### src/rtl/dst_screen_pkg.sv
package dst_screen_pkg;

  localparam int unsigned OCTET_W    = 8;
  localparam int unsigned CRC_W      = 32;
  localparam int unsigned HASH_IDX_W = 6;
  localparam int unsigned HASH_WORD  = 32;
  localparam logic [CRC_W-1:0] CRC_SEED = '1;

  typedef enum logic [1:0] {
    CLS_UNICAST   = 2'd0,
    CLS_MULTICAST = 2'd1,
    CLS_BROADCAST = 2'd2
  } addr_class_e;

  // Fold one octet into the running CRC, least significant bit first.
  function automatic logic [CRC_W-1:0] crc_fold_octet(
    input logic [CRC_W-1:0]   crc_in,
    input logic [OCTET_W-1:0] octet,
    input logic [CRC_W-1:0]   poly
  );
    logic [CRC_W-1:0] c;
    c = crc_in;
    for (int i = 0; i < OCTET_W; i++) begin
      if (c[CRC_W-1] ^ octet[i]) c = {c[CRC_W-2:0], 1'b0} ^ poly;
      else                       c = {c[CRC_W-2:0], 1'b0};
    end
    return c;
  endfunction

  // Pick one bin from the two hash words; top index bit chooses the word.
  function automatic logic hash_pick(
    input logic [HASH_IDX_W-1:0] idx,
    input logic [HASH_WORD-1:0]  lo_word,
    input logic [HASH_WORD-1:0]  hi_word
  );
    logic [HASH_IDX_W-2:0] bit_sel;
    bit_sel = idx[HASH_IDX_W-2:0];
    return idx[HASH_IDX_W-1] ? hi_word[bit_sel] : lo_word[bit_sel];
  endfunction

  function automatic addr_class_e classify(input logic is_bcast, input logic is_mcast);
    if (is_bcast)      return CLS_BROADCAST;
    else if (is_mcast) return CLS_MULTICAST;
    else               return CLS_UNICAST;
  endfunction

  // Acceptance policy, in priority order.
  function automatic logic judge(
    input addr_class_e cls,
    input logic        promisc,
    input logic        bcast_reject,
    input logic        hash_unicast,
    input logic        station_hit,
    input logic        hash_bit
  );
    if (promisc) return 1'b1;
    case (cls)
      CLS_BROADCAST: return !bcast_reject;
      CLS_MULTICAST: return hash_bit;
      default:       return station_hit || (hash_unicast && hash_bit);
    endcase
  endfunction

endpackage

### src/rtl/dst_screen_seq.sv
module dst_screen_seq #(
  parameter int unsigned ADDR_BYTES = 6,
  localparam int unsigned CNT_W = $clog2(ADDR_BYTES + 1)
) (
  input  logic             clk,
  input  logic             rst_n,
  input  logic             frame_start,
  input  logic             byte_valid,
  output logic             take_byte,
  output logic [CNT_W-1:0] byte_pos,
  output logic             last_byte
);

  localparam logic [CNT_W-1:0] CNT_FULL = CNT_W'(ADDR_BYTES);
  localparam logic [CNT_W-1:0] CNT_LAST = CNT_W'(ADDR_BYTES - 1);

  logic [CNT_W-1:0] taken_q;
  logic [CNT_W-1:0] taken_base;
  logic [CNT_W-1:0] taken_n;

  // A strobe restarts the count in the same cycle, so its octet is octet 0.
  assign taken_base = frame_start ? '0 : taken_q;
  assign take_byte  = byte_valid && (taken_base < CNT_FULL);
  assign byte_pos   = taken_base;
  assign last_byte  = take_byte && (taken_base == CNT_LAST);
  assign taken_n    = take_byte ? taken_base + 1'b1 : taken_base;

  // Reset to the full count: octets are ignored until the first strobe.
  always_ff @(posedge clk or negedge rst_n) begin
    if (!rst_n) taken_q <= CNT_FULL;
    else        taken_q <= taken_n;
  end

endmodule

### src/rtl/dst_screen_crc.sv
module dst_screen_crc
  import dst_screen_pkg::*;
#(
  parameter logic [CRC_W-1:0] CRC_POLY = 32'h04C11DB7
) (
  input  logic                  clk,
  input  logic                  rst_n,
  input  logic                  restart,
  input  logic                  take_byte,
  input  logic [OCTET_W-1:0]    byte_data,
  output logic [HASH_IDX_W-1:0] hash_idx
);

  logic [CRC_W-1:0] crc_q;
  logic [CRC_W-1:0] crc_base;
  logic [CRC_W-1:0] crc_n;

  assign crc_base = restart ? CRC_SEED : crc_q;
  assign crc_n    = take_byte ? crc_fold_octet(crc_base, byte_data, CRC_POLY) : crc_base;
  // Index includes the octet taken this cycle, so it is ready with the last one.
  assign hash_idx = crc_n[CRC_W-1 -: HASH_IDX_W];

  always_ff @(posedge clk or negedge rst_n) begin
    if (!rst_n) crc_q <= CRC_SEED;
    else        crc_q <= crc_n;
  end

endmodule

### src/rtl/dst_screen_cmp.sv
module dst_screen_cmp
  import dst_screen_pkg::*;
#(
  parameter int unsigned ADDR_BYTES = 6,
  localparam int unsigned CNT_W  = $clog2(ADDR_BYTES + 1),
  localparam int unsigned ADDR_W = ADDR_BYTES * OCTET_W
) (
  input  logic               clk,
  input  logic               rst_n,
  input  logic               restart,
  input  logic               take_byte,
  input  logic [CNT_W-1:0]   byte_pos,
  input  logic [OCTET_W-1:0] byte_data,
  input  logic [ADDR_W-1:0]  station,
  output logic               match_now,
  output logic               bcast_now,
  output logic               mcast_now
);

  localparam logic [OCTET_W-1:0] ALL_ONES = '1;

  logic [ADDR_BYTES-1:0] lane_hit;
  logic match_q, bcast_q, mcast_q;
  logic match_base, bcast_base, mcast_base;

  // One comparator lane per octet position; octet 0 sits in the top bits.
  for (genvar g = 0; g < ADDR_BYTES; g++) begin : g_lane
    localparam int unsigned OFS = (ADDR_BYTES - 1 - g) * OCTET_W;
    assign lane_hit[g] = (byte_pos == CNT_W'(g)) && (byte_data == station[OFS +: OCTET_W]);
  end

  assign match_base = restart ? 1'b1 : match_q;
  assign bcast_base = restart ? 1'b1 : bcast_q;
  assign mcast_base = restart ? 1'b0 : mcast_q;

  always_comb begin
    match_now = match_base;
    bcast_now = bcast_base;
    mcast_now = mcast_base;
    if (take_byte) begin
      match_now = match_base && (|lane_hit);
      bcast_now = bcast_base && (byte_data == ALL_ONES);
      if (byte_pos == '0) mcast_now = byte_data[0];
    end
  end

  always_ff @(posedge clk or negedge rst_n) begin
    if (!rst_n) begin
      match_q <= 1'b0;
      bcast_q <= 1'b0;
      mcast_q <= 1'b0;
    end else begin
      match_q <= match_now;
      bcast_q <= bcast_now;
      mcast_q <= mcast_now;
    end
  end

endmodule

### src/rtl/dst_screen_decide.sv
module dst_screen_decide
  import dst_screen_pkg::*;
(
  input  logic                  clk,
  input  logic                  rst_n,
  input  logic                  restart,
  input  logic                  last_byte,
  input  logic                  match_now,
  input  logic                  bcast_now,
  input  logic                  mcast_now,
  input  logic [HASH_IDX_W-1:0] hash_idx,
  input  logic [HASH_WORD-1:0]  hash_lo,
  input  logic [HASH_WORD-1:0]  hash_hi,
  input  logic                  cfg_promisc,
  input  logic                  cfg_bcast_reject,
  input  logic                  cfg_hash_unicast,
  output logic                  hash_hit,
  output logic                  decision_valid,
  output logic                  accept
);

  addr_class_e cls;
  logic        verdict;
  logic        valid_n;
  logic        accept_n;

  assign hash_hit = hash_pick(hash_idx, hash_lo, hash_hi);
  assign cls      = classify(bcast_now, mcast_now);
  assign verdict  = judge(cls, cfg_promisc, cfg_bcast_reject, cfg_hash_unicast,
                          match_now, hash_hit);

  always_comb begin
    valid_n  = restart ? 1'b0 : decision_valid;
    accept_n = restart ? 1'b0 : accept;
    if (last_byte) begin
      valid_n  = 1'b1;
      accept_n = verdict;
    end
  end

  always_ff @(posedge clk or negedge rst_n) begin
    if (!rst_n) begin
      decision_valid <= 1'b0;
      accept         <= 1'b0;
    end else begin
      decision_valid <= valid_n;
      accept         <= accept_n;
    end
  end

endmodule

### src/rtl/dst_addr_screen.sv
module dst_addr_screen
  import dst_screen_pkg::*;
#(
  parameter int unsigned      ADDR_BYTES = 6,
  parameter logic [CRC_W-1:0] CRC_POLY   = 32'h04C11DB7,
  localparam int unsigned LO_W   = 4 * OCTET_W,
  localparam int unsigned HI_W   = (ADDR_BYTES - 4) * OCTET_W,
  localparam int unsigned CNT_W  = $clog2(ADDR_BYTES + 1),
  localparam int unsigned ADDR_W = ADDR_BYTES * OCTET_W
) (
  input  logic                 clk,
  input  logic                 rst_n,
  input  logic                 frame_start,
  input  logic                 byte_valid,
  input  logic [OCTET_W-1:0]   byte_data,
  input  logic [LO_W-1:0]      station_lo,
  input  logic [HI_W-1:0]      station_hi,
  input  logic [HASH_WORD-1:0] hash_lo,
  input  logic [HASH_WORD-1:0] hash_hi,
  input  logic                 cfg_promisc,
  input  logic                 cfg_bcast_reject,
  input  logic                 cfg_hash_unicast,
  output logic                 decision_valid,
  output logic                 accept
);

  // Named internal events, also observed by the bound checker.
  logic                  take_byte;
  logic [CNT_W-1:0]      byte_pos;
  logic                  last_byte_ev;
  logic [HASH_IDX_W-1:0] hash_idx;
  logic                  match_now;
  logic                  bcast_now;
  logic                  mcast_now;
  logic                  hash_hit;
  logic [ADDR_W-1:0]     station;

  assign station = {station_hi, station_lo};

  dst_screen_seq #(.ADDR_BYTES(ADDR_BYTES)) u_seq (
    .clk         (clk),
    .rst_n       (rst_n),
    .frame_start (frame_start),
    .byte_valid  (byte_valid),
    .take_byte   (take_byte),
    .byte_pos    (byte_pos),
    .last_byte   (last_byte_ev)
  );

  dst_screen_crc #(.CRC_POLY(CRC_POLY)) u_crc (
    .clk       (clk),
    .rst_n     (rst_n),
    .restart   (frame_start),
    .take_byte (take_byte),
    .byte_data (byte_data),
    .hash_idx  (hash_idx)
  );

  dst_screen_cmp #(.ADDR_BYTES(ADDR_BYTES)) u_cmp (
    .clk       (clk),
    .rst_n     (rst_n),
    .restart   (frame_start),
    .take_byte (take_byte),
    .byte_pos  (byte_pos),
    .byte_data (byte_data),
    .station   (station),
    .match_now (match_now),
    .bcast_now (bcast_now),
    .mcast_now (mcast_now)
  );

  dst_screen_decide u_decide (
    .clk              (clk),
    .rst_n            (rst_n),
    .restart          (frame_start),
    .last_byte        (last_byte_ev),
    .match_now        (match_now),
    .bcast_now        (bcast_now),
    .mcast_now        (mcast_now),
    .hash_idx         (hash_idx),
    .hash_lo          (hash_lo),
    .hash_hi          (hash_hi),
    .cfg_promisc      (cfg_promisc),
    .cfg_bcast_reject (cfg_bcast_reject),
    .cfg_hash_unicast (cfg_hash_unicast),
    .hash_hit         (hash_hit),
    .decision_valid   (decision_valid),
    .accept           (accept)
  );

endmodule

### config.mk
export PLATFORM = sky130hd
export DESIGN_NAME = dst_addr_screen
export DESIGN_NICKNAME = d
export VERILOG_FILES = /design/src/rtl/dst_screen_pkg.sv /design/src/rtl/dst_screen_seq.sv /design/src/rtl/dst_screen_crc.sv /design/src/rtl/dst_screen_cmp.sv /design/src/rtl/dst_screen_decide.sv /design/src/rtl/dst_addr_screen.sv
export SDC_FILE = /design/constraint.sdc
export NUM_CORES = 1
export LEC_CHECK = 0
export ABC_CLOCK_PERIOD_IN_PS = 2750
export BUFFER_PORTS_ARGS = -buffer_cell sky130_fd_sc_hd__buf_2
export CORE_MARGIN = 10
export CORE_UTILIZATION = 40
export DETAILED_ROUTE_END_ITERATION = 7
export PLACE_DENSITY = 0.78
export SKIP_CTS_REPAIR_TIMING = 1
export SLEW_MARGIN = 20
export SYNTH_ARGS = -nofsm -noshare
export SYNTH_HDL_FRONTEND = slang
export SYNTH_SLANG_ARGS = --single-unit
### constraint.sdc
create_clock -name clk -period 2.75 [get_ports clk]
set_input_delay 0 -clock clk [delete_from_list [all_inputs] [get_ports clk]]
set_output_delay 0 -clock clk [all_outputs]
set_load 0.01 [all_outputs]
Yosys cells after proc, flatten, opt, wreduce, memory -nomap -nowiden
Index checks and enable logic that the tools add are counted.

operators by class
  add/subtract/negate cells = 1
  $lt $le $gt $ge = 2
  equality and inequality tests = 14
  multiplexer cells = 33
  bitwise operators = 16
  reductions and logical operators = 16

operator list
  operator                                                     number
  two-way mux 27 bit                                           8
  NOT 14 bit                                                   8
  two-way mux 32 bit                                           2
  equality test 8 bit                                          6
  two-way mux 1 bit                                            17
  logical AND 1 bit                                            11
  binary-select mux 1 bit (select 5 bit)                       2
  equality test 8 bit (second input constant)                  1
  XOR 1 bit                                                    8
  equality test 3 x 2 -> 1 bit (second input constant)         2
  equality test 3 bit (second input constant)                  2
  less-than comparator 5 x 6 -> 1 bit (second input constant)  1
  two-way mux 3 bit                                            2
  OR reduction 6 bit                                           1
  adder 3 x 1 -> 3 bit (second input constant)                 1
  equality test 3 x 1 -> 1 bit (second input constant)         1
  logical NOT 3 bit                                            1
  less-than comparator 3 bit (second input constant)           1
  equality test 2 x 1 -> 1 bit (second input constant)         1
  equality test 2 bit (second input constant)                  1
  two-way mux 2 bit                                            1
  one-hot mux 1 bit (2 select lines)                           1
  nonzero test 2 bit                                           1
  logical NOT 1 bit                                            1
  logical OR 1 bit                                             1

word-level totals
  flip-flop bits (word level) = 40
  input bits = 127
  word-level logic and storage cells = 89

Longest topological paths before layout
Gate-level depths: netlist of the first run.

  depth in word-level cells = 26
  depth in mapped cells = 14

Cells and area by module
From an unflattened synthesis of the first run, not the netlist that was laid out.

second synthesis, totals
  cells, all modules = 476
  area total of the unflattened synthesis = 4305.4 um^2

modules (own cells, without submodules)
  module             instances  cells an instance  area an instance (um^2)
  dst_screen_crc     1          314                2641.3
  dst_screen_cmp     1          92                 789.5
  dst_screen_decide  1          50                 690.7
  dst_screen_seq     1          20                 183.9

Worst setup path after synthesis of the first run
Ideal clock, no wire load.

  kind = reg-to-reg
  start point = reg u_crc.crc_q[31]
  end point = reg u_decide.accept
  data arrival time = 2762 ps
  path slack = -141 ps
  stages on the path, launching flop included = 13
  period minus slack after synthesis = 2891 ps
  cells stage by stage = dfstp_2 > clkbuf_2 > xnor2_1 > or3_4 > a211o_1 > and2_4 > a221oi_4 > buf_8 > o211ai_4 > o211ai_2 > a41oi_2 > a221oi_2 > a31oi_1

on the way
  longest elaborated chain between the ends = 18

ends and longest elaborated chain
  element                                  RTL line                 source
  from (decl)                              dst_screen_crc.sv:14     logic [CRC_W-1:0] crc_q;
  from (signal assigned)                   dst_screen_crc.sv:25     else crc_q <= crc_n;
  two-way mux 32 bit *                     dst_screen_crc.sv:18     assign crc_base = restart ? CRC_SEED : crc_q;
  XOR 1 bit                                dst_screen_pkg.sv:24     if (c[CRC_W-1] ^ octet[i]) c = {c[CRC_W-2:0], 1'b0} ^ poly;
  two-way mux 27 bit                       dst_screen_pkg.sv:24
  NOT 14 bit (no source line)              -
  two-way mux 27 bit (3 in a row)          dst_screen_pkg.sv:24
  NOT 14 bit (no source line)              -
  two-way mux 27 bit                       dst_screen_pkg.sv:24
  two-way mux 32 bit *                     dst_screen_crc.sv:19     assign crc_n = take_byte ? crc_fold_octet(crc_base, byte_data, CRC_POLY) : crc_base;
  binary-select mux 1 bit (select 5 bit)   dst_screen_pkg.sv:38     return idx[HASH_IDX_W-1] ? hi_word[bit_sel] : lo_word[bit_sel];
  two-way mux 1 bit (not written as such)  dst_screen_pkg.sv:38
  two-way mux 1 bit *                      dst_screen_pkg.sv:38
  logical AND 1 bit                        dst_screen_pkg.sv:60     default: return station_hit || (hash_unicast && hash_bit);
  logical OR 1 bit                         dst_screen_pkg.sv:60
  one-hot mux 1 bit (2 select lines) *     dst_screen_pkg.sv:57     case (cls)
  two-way mux 1 bit *                      dst_screen_pkg.sv:57
  two-way mux 1 bit *                      dst_screen_decide.sv:35  if (last_byte) begin
  to (signal assigned)                     dst_screen_decide.sv:47  accept <= accept_n;
  to (decl)                                dst_screen_decide.sv:19  output logic accept

Every way passes the cells marked *; elsewhere a longest branch is shown, timed or not. The select of a mux whose other input is x is not followed.
A chain may end at the register's enable or synchronous reset.

Worst setup path after layout of the first run
Ends and elaborated chain as after synthesis.

==> flow_summary.toml, run 1 <==
[pwr]
p_sw_w = 0.002013
p_per_area_nw_per_um2 = 906.9
pwr-share-comb_pct = 67.8
swShare_pct = 42.76
p_int_w = 0.002696
leakage_nw = 2.252
pwr-share-clk_pct = 8.3
p_seq_share_pct = 23.9
total_power_w = 0.004709
peakVddDrop_mv = 0.4572

[synth]
synthDistinctLibCells = 58
netlist_area_sq_um = 4105
synthTopCellsByArea = "dfstp_2, xnor2_1, xor2_1, mux2i_1, nor2_1"
yosysSeqAreaShare_pct = 25.42
yosysTopAreaCell = "dfstp_2"
synth_top_area_share_pct = 21.76
syn_nets = 604
yosysWarnings = 0
syn_area_per_cell_sq_um = 8.697
ys_ff_latch = 40
synthCells = 472

[sta]
max_freq_ghz = 0.3560
setup_violations = 1
period_needed_ns = 2.809
worst_slack_ns = -0.05886
tightest_slew_ns = 0.8840
timing.slew.headroom_pct = 41.07
rsz0062_at_grt = "true"
hold_violations = 0
period_share_pct = 102.1
slew_viol_final = 0
finClkSkew_ns = 0.01092
setup-tns-final_ns = -0.05886

[global_routing]
grt.busiest_layer = "met2"
grt_pass1_vias = 4155
grt_max_degree = 43
gr-usage-all-layers_pct = 16.46
met3_usage_pct = 4.281
grt_pass1_wl_um = 20120
antenna_found_initial = 0
grt-ovfl-total = 0
grt_util_met1_pct = 20.34
use_met2_pct = 27.88

[floorplanning]
dieArea_sq_um = 14710
coreArea_sq_um = 9864
die_y_um = 121.3
initial_core_util_pct = 41.62
num_rows = 36
die_w_um = 121.3
ioPinCount = 129

[clock_network]
cts_root_buf = "clkbuf_8"
cts.sinks = 40
insertion_delay_ns = 0.30
cts_tree = "yes"
clockBufferDepth = 2
htreeDepth = 2
clk_pin_slew_ns = 0.08
cts_inserted_buffers = 5

[flow_run]
maxCapViolCount = 0

[finish]
final_nets = 749
antenna_cells = 0
layout_common_cells = "buf_2, nor2_1, xnor2_1, xor2_1, buf_4"
final_common_cell = "buf_2"
layout-drive-gt1-share_pct = 38.19
area_growth_pct = 26.49
nFillCells = 933

[drt]
wl_per_cell_um = 17.00
vias = 4025
drc = 0
dr.pass1.iters = 5
postRouteWirelength_um = 12770
drt_iter0_markers = 222
postRouteAntennaNets = 0
routed_via_density = 5.360

[critical_path]
end_kind = "flop"
critPathLaunchType = "flop"
worstPathRequired_ns = 2.92
arrival_ns = 2.98
critPathMaxFanout = 18
crit_type = "flop to flop"

[outcome]
status = "complete, but fails checks"
failed_checks = "negative setup slack"

[place]
pre_cts_ws_ns = -0.05316
post-dp-hpwl_um = 10380
numPortBuffers = 128
place_congestion = 0.9269

[hold_path]
min_path_type = "input pin to flop"
## metal layers
layer,part of all wire [%],wire [um]
met1,45,5684
met5,0,0
met2,46,5905
met4,1.1,146
met3,8.1,1033
## state kept, by name, indices dropped and copies added, names as in the netlist
| name | count |
|---|---|
| u_cmp.match_q | 1 |
| u_decide.decision_valid | 1 |
| u_seq.taken_q | 3 |
| u_crc.crc_q | 32 |
| u_cmp.mcast_q | 1 |
| u_cmp.bcast_q | 1 |
| u_decide.accept | 1 |
## worst max-delay path: stages, from the launching register on
cell and delay, ns:
dfstp_2 0.57, xnor2_2 0.07, or3_4 0.34, a211o_1 0.27, and2_4 0.17, a221oi_4 0.31, buf_12 0.20, o211ai_1 0.11
o211ai_1 0.13, a41oi_2 0.15, a221oi_2 0.26, a31oi_1 0.11
## power groups by stage
stage	registers [W]	logic [W]	clock network, W
4_1_cts	0.00112	0.00315	0.000397
3_3_place_gp	0.00111	0.00303	0
2_1_floorplan	0.00106	0.00231	0
3_5_place_dp	0.00113	0.00313	0
6_report	0.00113	0.00319	0.000390
5_1_grt	0.00115	0.00347	0.000422
## worst paths after layout
kind,cells past startpoint,end,start,slack (ns)
min in group asynchronous,2,u_cmp.match_q,rst_n,0.39
min,3,u_seq.taken_q[1],byte_valid,0.02
max,11,u_decide.accept,u_crc.crc_q[31],-0.06
max in group asynchronous,2,u_decide.accept,rst_n,1.82
max reg2reg,11,u_decide.accept,u_crc.crc_q[31],-0.06
min reg2reg,2,u_decide.decision_valid,u_decide.decision_valid,0.54
## through the flow
step | area [sq um] | hold WS, ns | instances | utilization (%)
2_1_floorplan | 4121 | -0.2956 | 472 | -
3_3_place_gp | 5072 | 0.1504 | 740 | 51.42
3_5_place_dp | 5072 | 0.1731 | 740 | 51.42
4_1_cts | 5157 | -0.1496 | 748 | 52.28
5_1_grt | 5192 | 0.03713 | 751 | 52.64
6_report | 5192 | 0.02389 | 751 | 52.64
## kinds of logic after synthesis
| family | synth area share (%) |
|---|---|
| AOI/OAI and AO/OA | 19.60 |
| buffers and inverters | 5.974 |
| xor gates and xnor gates | 25.72 |
| DFF | 25.42 |
| muxes | 8.046 |
| adders and majority gates | 1.524 |
| and+or+nand+nor | 13.72 |
## Yosys cell counts (all sizes together)
library cell and number:
clkbuf 18, a211oi 1, a221oi 2, nand4 8
o31ai 1, o22ai 5, a31oi 1, and2b 1
dfrtp 6, and3 2, xor3 1, nand3 5
and2 3, a21oi 27, o2bb2ai 1, inv 18
a22oi 7, a211o 2, xnor2 57, or2 1
nor3 11, nand3b 1, o32a 2, o22a 7
o21a 1, buf 13, clkinv 1, dfstp 34
nor2 59, nor4 11, nor2b 1, o211ai 27
or3 8, ha 5, a41oi 1, xor2 54
o21ai 25, nand2 7, mux2 8, mux2i 24
xnor3 1, a32o 1, a22o 2, o211a 1
## cell type report
cell class,instances,area (sq um),share of cell area [%]
timing repair buffer,169,988.4,19.04
clock inverter,2,12.51,0.2410
inverter,19,71.32,1.373
clock buffer,6,72.57,1.398
sequential,40,1044,20.10
multi-input combinational,382,2838,54.65
tap,133,166.4,3.205
No activity file was read; power rests on OpenSTA's default activity.
==> inputs of run 2 (changes only) <==
--- a/config.mk
+++ b/config.mk
@@ -7,6 +7,7 @@
 export LEC_CHECK = 0
 export ABC_CLOCK_PERIOD_IN_PS = 2750
 export BUFFER_PORTS_ARGS = -buffer_cell sky130_fd_sc_hd__buf_2
+export CORE_ASPECT_RATIO = 1.75
 export CORE_MARGIN = 10
 export CORE_UTILIZATION = 40
 export DETAILED_ROUTE_END_ITERATION = 7
==> run 2 against run 1 <==
Fmax down 0.36%. Setup slack worse by 0.010 ns. Hold slack worse by 0.0090 ns. Power up 7.8%. Sequential power about the same. The flow still finishes with violations (negative setup slack). Largest cell class unchanged. Critical path depth up 1. Combinational power up 2%. Non-clock buffer count unchanged. Count of clock-buffer cells in the layout up 1. Register-to-register slack about the same.
==> flow_summary.toml, run 2 (synthesis results as in run 1) <==
[critical_path]
critPathLaunchType = "flop"
crit_type = "flop to flop"
critPathMaxFanout = 6
arrival_ns = 2.98
worstPathRequired_ns = 2.91
end_kind = "flop"

[drt]
postRouteWirelength_um = 13240
wl_per_cell_um = 17.82
postRouteAntennaNets = 0
vias = 4171
dr.pass1.iters = 5
drc = 0
routed_via_density = 5.614
drt_iter0_markers = 172

[floorplanning]
initial_core_util_pct = 41.18
die_w_um = 96.58
dieArea_sq_um = 14870
ioPinCount = 129
coreArea_sq_um = 9970
die_y_um = 154.0
num_rows = 48

[outcome]
failed_checks = "negative setup slack"
status = "complete, but fails checks"

[pwr]
leakage_nw = 2.317
peakVddDrop_mv = 0.5230
p_per_area_nw_per_um2 = 955.8

[sta]
slew_viol_final = 0
tightest_slew_ns = 0.9112
rsz0062_at_grt = "true"
timing.slew.headroom_pct = 39.25
period_needed_ns = 2.819
worst_slack_ns = -0.06890
setup_violations = 1
hold_violations = 0
period_share_pct = 102.5
max_freq_ghz = 0.3547
finClkSkew_ns = 0.002343

[finish]
final_nets = 749
layout-drive-gt1-share_pct = 38.35
antenna_cells = 0
top_register = "u_crc.crc_q"
largest_register_ffs = 32
final_common_cell = "buf_2"
reg_top3 = "u_crc.crc_q x32, u_seq.taken_q x3"
fin_area_sq_um = 5311
area_growth_pct = 29.38
layout_common_cells = "buf_2, nor2_1, xnor2_1, xor2_1, buf_4"
nFillCells = 904

[clock_network]
cts_inserted_buffers = 5
cts_root_buf = "clkbuf_16"
clk_pin_slew_ns = 0.06
cts.sinks = 40
insertion_delay_ns = 0.29
htreeDepth = 2
cts_tree = "yes"
clockBufferDepth = 2

[global_routing]
grt_pass1_vias = 4347
gr-usage-all-layers_pct = 17.37
grt-ovfl-total = 0
grt_max_degree = 43
grt_pass1_wl_um = 20790
antenna_found_initial = 0

[hold_path]
min_path_type = "input pin to flop"

[flow_run]
maxCapViolCount = 0

[place]
placed_cell_area_sq_um = 5042
place_congestion = 0.8969
pre_cts_ws_ns = -0.03164
post-dp-hpwl_um = 10510
numPortBuffers = 128
-- run 2: layer usage --
| layer | GRT usage, % | wire length (um) |
|---|---|---|
| met5 | 0 | 0 |
| met4 | 8.345 | 526 |
| met3 | 2.487 | 729 |
| met2 | 32.48 | 7124 |
| met1 | 17.61 | 4862 |
-- run 2: critical path: stages, from the launching register on --
cell	delay, ns
dfstp_2	0.55
xnor2_2	0.07
or3_4	0.33
a211o_1	0.27
and2_4	0.17
a221oi_4	0.25
buf_6	0.16
buf_12	0.12
o211ai_1	0.08
o211ai_1	0.13
a41oi_2	0.16
a221oi_2	0.29
a31oi_1	0.11
-- run 2: final cells by class --
type	instances	area [sq um]	share of cell area, %
clock inverters	1	30.03	0.5654
flip-flops and latches	40	1044	19.65
repair buffers	169	1015	19.10
clock buffers	7	152.6	2.874
well taps	125	156.4	2.945
inverters	19	71.32	1.343
multi-input cells	382	2843	53.52
-- run 2: power by group --
part	switching [W]	leakage, nW	internal [W]	total, W
combinational	0.00165	1.79	0.00159	0.00324
clock	0.000240	0.0901	0.000478	0.000717
sequential	0.000163	0.436	0.000957	0.00112
total	0.00205	2.32	0.00303	0.00508
-- run 2: final timing paths --
kind / from / end / depth (start not counted) / slack (ns)
min in group asynchronous: rst_n / u_cmp.bcast_q / 2 / 0.38
worst min register to register: u_decide.decision_valid / u_decide.decision_valid / 2 / 0.53
worst max-delay path: u_crc.crc_q[25] / u_decide.accept / 12 / -0.07
max in group asynchronous: rst_n / u_decide.accept / 2 / 1.81
worst min-delay path: byte_valid / u_seq.taken_q[1] / 3 / 0.01
worst max register to register: u_crc.crc_q[25] / u_decide.accept / 12 / -0.07
-- run 2: metrics by stage --
stage	util (%)	hold WS, ns	power [W]	setup TNS [ns]	std cells
floorplan	-	-0.2956	0.003368	-0.05844	472
global placement	50.58	0.1522	0.004120	0	731
detailed placement	50.58	0.1660	0.004226	-0.03164	731
CTS	52.41	-0.1421	0.004973	-0.05209	739
global route	53.28	0.009142	0.005434	-0.1843	743
finish	53.28	0.01490	0.005077	-0.06890	743
